===== config.mk =====
export PLATFORM = sky130hd
export DESIGN_NAME = i2c_addr_match
export DESIGN_NICKNAME = d
export VERILOG_FILES = /design/src/rtl/i2c_addr_match.sv
export SDC_FILE = /design/constraint.sdc
export NUM_CORES = 1
export LEC_CHECK = 0
export BUFFER_PORTS_ARGS = -buffer_cell sky130_fd_sc_hd__buf_2
export CAP_MARGIN = 30
export CORE_MARGIN = 4
export CORE_UTILIZATION = 58
export CTS_BUF_LIST = sky130_fd_sc_hd__clkbuf_8
export DETAILED_ROUTE_END_ITERATION = 12
export PLACE_DENSITY = 0.83
export SLEW_MARGIN = 30
export SYNTH_ARGS = -nofsm -noshare
export SYNTH_HDL_FRONTEND = slang
export SYNTH_SLANG_ARGS = --single-unit

===== constraint.sdc =====
create_clock -name clk -period 3.45 [get_ports clk]
set_clock_uncertainty 0.15 [all_clocks]
set_input_delay 0.69 -clock clk [delete_from_list [all_inputs] [get_ports clk]]
set_output_delay 0.69 -clock clk [all_outputs]
set_load 0.02 [all_outputs]

===== src/rtl/i2c_addr_match.sv =====
module i2c_addr_match #(
  parameter int NREG = 3,
  parameter int AW = 8,
  localparam int IDX_W = (NREG > 1) ? $clog2(NREG) : 1
) (
  input  logic             clk,
  input  logic             rst_n,
  input  logic             cfg_we,
  input  logic [IDX_W-1:0] cfg_sel,
  input  logic [AW-1:0]    cfg_wdata,
  input  logic             mode_10b,
  input  logic             start_det,
  input  logic             rstart_det,
  input  logic             stop_det,
  input  logic [AW-1:0]    rx_byte,
  input  logic             rx_valid,
  output logic             match,
  output logic [IDX_W-1:0] match_idx
);

  logic [AW-1:0]    slot_q [NREG];
  logic [NREG-1:0]  hit;
  logic [NREG-1:0]  dir_bits;
  logic [IDX_W-1:0] hit_idx;
  logic             armed_q;

  wire arm_evt = start_det | rstart_det;
  wire bus_evt = arm_evt | stop_det;

  for (genvar i = 0; i < NREG; i++) begin : g_slot
    always_ff @(posedge clk or negedge rst_n) begin
      if (!rst_n) slot_q[i] <= '0;
      else begin
        if (cfg_we && cfg_sel == IDX_W'(i)) slot_q[i] <= cfg_wdata;
        if (stop_det) slot_q[i][0] <= 1'b0;
      end
    end
    assign hit[i] = mode_10b ? (rx_byte == slot_q[i])
                             : (rx_byte[AW-1:1] == slot_q[i][AW-1:1]);
    assign dir_bits[i] = slot_q[i][0];
  end

  always_comb begin
    hit_idx = '0;
    for (int i = NREG - 1; i >= 0; i--)
      if (hit[i]) hit_idx = IDX_W'(i);
  end

  always_ff @(posedge clk or negedge rst_n) begin
    if (!rst_n) begin
      armed_q   <= 1'b0;
      match     <= 1'b0;
      match_idx <= '0;
    end else if (bus_evt) begin
      armed_q   <= arm_evt;
      match     <= 1'b0;
      match_idx <= '0;
    end else if (rx_valid && armed_q) begin
      armed_q   <= 1'b0;
      match     <= |hit;
      match_idx <= hit_idx;
    end
  end

  a_r8_clear_on_event: assert property (@(posedge clk) disable iff (!rst_n)
    bus_evt |=> (!match && match_idx == '0));

  a_r8_hold_when_idle: assert property (@(posedge clk) disable iff (!rst_n)
    (!bus_evt && !rx_valid) |=> ($stable(match) && $stable(match_idx)));

  a_r2_unarmed_no_change: assert property (@(posedge clk) disable iff (!rst_n)
    (!bus_evt && rx_valid && !armed_q) |=> ($stable(match) && $stable(match_idx)));

  a_r6_stop_clears_dir: assert property (@(posedge clk) disable iff (!rst_n)
    stop_det |=> (dir_bits == '0));

  a_r5_idx_in_range: assert property (@(posedge clk) disable iff (!rst_n)
    match |-> (int'(match_idx) < NREG));

  a_r2_single_compare: assert property (@(posedge clk) disable iff (!rst_n)
    (rx_valid && !bus_evt) |=> !armed_q);

endmodule


==> metrics.md <==
| Metric | Value |
|---|---|
| Gate Count Post-Synth | approximately 110 |
| Final number of hold-violating endpoints | 0 |
| Comb power frac | 20.3% |
| Worst skew pair latency | 0.27 ns |
| Starting Density | 61.5% |
| DIE AREA | 3210 µm² |
| Global route overflow | 0 |
| Dpl hpwl | 2.01 mm |
| CP Launch Type | input pin |
| Pwr dens | roughly 460 nW/µm² |
| Yosys warns | 0 |
| Area leader, netlist | dfrtp_1 |
| Flop pwr share | 56.3% |
| Routed wire length | 2.51 mm |
| Hold Crit Class | in -> async |
| P_int | 540 µW |
| Seq. cell area | 701 µm² |
| Drt initial violations | 6 |
| Sw frac | 25.7% |
| Peak supply drop | 0.000398 V |
| Post-synthesis sequential area ratio | 51.0% |
| CTS buffer count | 3 |
| Slew HR | 60.3% |
| Crit Path Max Fanout | 3 |
| Setup ws final | 1.77 ns |
| Final GP Congestion | 0.781 |
| First-pass GRT wire length | 4.39 mm |
| Via count | roughly 900 |
| Max-slew violation count | 0 |
| Setup Viol. Count Final | 0 |
| Outcome | finished, final reports clean |
| Initial antenna violation count | 0 |
| Worst setup EP type | register |
| # clock sinks | 28 |
| Mapped cell area | 1370 µm² |
| Residual DRC | 0 |
| Final nets | 164 |
| Num ports | 29 |
| Crit path largest cell delay | 0.27 ns |
| Post-CTS sizing | 0 |
| First-pass iteration count of the detailed router | 4 |
| Worst Path Buf+Inv | 1 |
| Setup TNS | 0 ns |
| Hold_buf cts | 0 |
| Post-Layout Cell Count | 164 |
| RSZ-0062 raised after global routing | false |
| Worst EP arrival | roughly 1.7 ns |
| Clock Path Buffers | 2 |
| Period utilization | 48.8% |
| IO Port Bufs | 28 |
| Die Y | 56.7 µm |
| CTS tree | done |
| WP data required | 3.50 ns |
| Pre-CTS setup slack | 1.48 ns |
| Vias in the first global route | 992 |
| Max cap viols | 0 |
| Drt wl/cell | roughly 15 µm |
| Clock-pin transition on the worst setup and hold timing paths | 0.09 ns |
| Static leakage | approximately 0.73 nW |
| Family with the most delay on the worst path | compound AO/OA/AOI/OAI gates |
| Tmin final | 1.68 ns |
| Syn nets | 131 |
| Fill cells | 170 |
| Crit path max-delay cell type | a211oi_1 |
| Share of cells above drive strength 1 | 41.2% |
| Syn_area_per_cell | between 10 and 15 µm² |
| Routed Antenna Nets | 0 |
| Via-to-Cell Ratio | 5.50 |
| Global Route Usage Sum | between 10% and 20% |
| Synth cell types | 24 |
| Core Box Area | approximately 2200 µm² |
| Clock root cell | clkbuf_8 |
| Cells after DPL | 161 |
| Multi-input gate area | 673 µm² |
| Switching power | 187 µW |
| Setup bufs post-CTS | 0 |
| Crit path kind | in -> reg |
| Ant diodes | 0 |
| Synth-to-layout area growth | 15.8% |
| Synth area leaders | dfrtp_1 51%, mux2_2 17%, xor2_1 9.6% |
| Share of the synthesized area in the top cell type | between 50 and 60% |
| F_max | 594 MHz |
| Die X | around 57 µm |
| Largest net degree at the start of global routing | 29 |
| FF+latch count, synth | 28 |
| Worst-margin pin slew | 0.595 ns |
| Critical path, cell by cell | buf_2 > xor2_1 > a211oi_1 > nand4_1 > nor2b_4 > o211ai_2 |
| Num rows | 17 |
| Final Total Pwr | 727 µW |
| Clk pwr share | 23.5% |
| Clock H-tree levels | 1 |
==> flip-flops by register name (all words and copies together) (netlist names) <==
signal,flops
dir_bits,3
match_idx,2
armed_q,1
match,1
slot_q,21
==> cell usage after synthesis (all sizes together) <==
cell type and n:
o211ai 1, or3 1, a21oi 1, a21boi 1, nand3 3, nor2 3
nor2b 1, mux2 21, nand4 2, xor2 15, nand2b 1, nor3 3
xnor2 9, dfrtp 28, o21ai 1, nand2 3, nor4 1, o31ai 1
mux2i 3, nand3b 2, a211oi 2, nor3b 2
==> power by group through the flow <==
stage               combinational, mW  clock (mW)  sequential (mW)
floorplan                       0.103           0            0.408
global placement                0.145           0            0.413
detailed placement              0.149           0            0.417
CTS                             0.150       0.176            0.410
global route                    0.163       0.189            0.416
finish                          0.147       0.171            0.409
==> final timing paths <==
kind                                   start           end  depth (start not counted)  slack (ns)
worst max-delay path              rx_byte[0]         match                          6        1.77
worst min-delay path                   rst_n    slot_q[19]                          1        0.27
worst max register to register   dir_bits[1]         match                          5        1.88
worst min register to register  match_idx[1]  match_idx[1]                          2        0.35
max in group asynchronous              rst_n    slot_q[17]                          1        2.50
min in group clk                match_idx[1]  match_idx[1]                          2        0.35
==> layout make-up <==
| cell class | count | share of cell area, % |
|---|---|---|
| Clock buffer | 3 | 2.60 |
| Multi-Input combinational cell | 77 | 42.3 |
| Sequential cell | 28 | 44.1 |
| Tap cell | 28 | 2.20 |
| Timing Repair Buffer | 28 | 8.81 |
==> layout by cell type (no fill, tap or decap), drive strengths merged <==
| cell | synthesis | final |
|---|---|---|
| dfrtp | 28 | 28 |
| buf | 0 | 28 |
| mux2 | 21 | 21 |
| xor2 | 15 | 15 |
| xnor2 | 9 | 9 |
| mux2i | 3 | 3 |
| nor2 | 3 | 3 |
| nor3 | 3 | 3 |
| nand3 | 3 | 3 |
| nand2 | 3 | 3 |
| clkbuf | 0 | 3 |
| nand3b | 2 | 2 |
| nand4 | 2 | 2 |
| nor3b | 2 | 2 |
| a211oi | 2 | 2 |
| nor2b | 1 | 1 |
| a21boi | 1 | 1 |
| a21oi | 1 | 1 |
| nor4 | 1 | 1 |
| o211ai | 1 | 1 |
| nand2b | 1 | 1 |
| o21ai | 1 | 1 |
| or3 | 1 | 1 |
| o31ai | 1 | 1 |
==> stage by stage <==
| stage | instance area, µm² | hold WS [ns] | utilization [%] |
|---|---|---|---|
| after floorplan | 1370 | 0.244 | - |
| after global placement | 1550 | 0.308 | 69.4 |
| after detailed placement | 1550 | 0.343 | 69.4 |
| after CTS | 1590 | 0.292 | 71.2 |
| after global routing | 1590 | 0.319 | 71.2 |
| final | 1590 | 0.266 | 71.2 |
==> logic make-up (layout without fill, tap and decap cells) <==
group | Yosys count | count (layout) | synth area share [%]
flops | 28 | 28 | 51.0
xor+xnor | 24 | 24 | 15.3
buf+inv | 0 | 31 | 0
compound gates | 7 | 7 | 4.19
simple gates | 22 | 22 | 10.1
mux | 24 | 24 | 19.4
==> per-layer routing <==
layer,global-route usage [%],wire length [µm],share of wire [%]
met1,22.0,1120,44
met2,30.2,1260,50
met3,3.91,114,4.5
met4,6.44,24,0.96
met5,0,0,0
No activity file was read; power rests on OpenSTA's default activity.
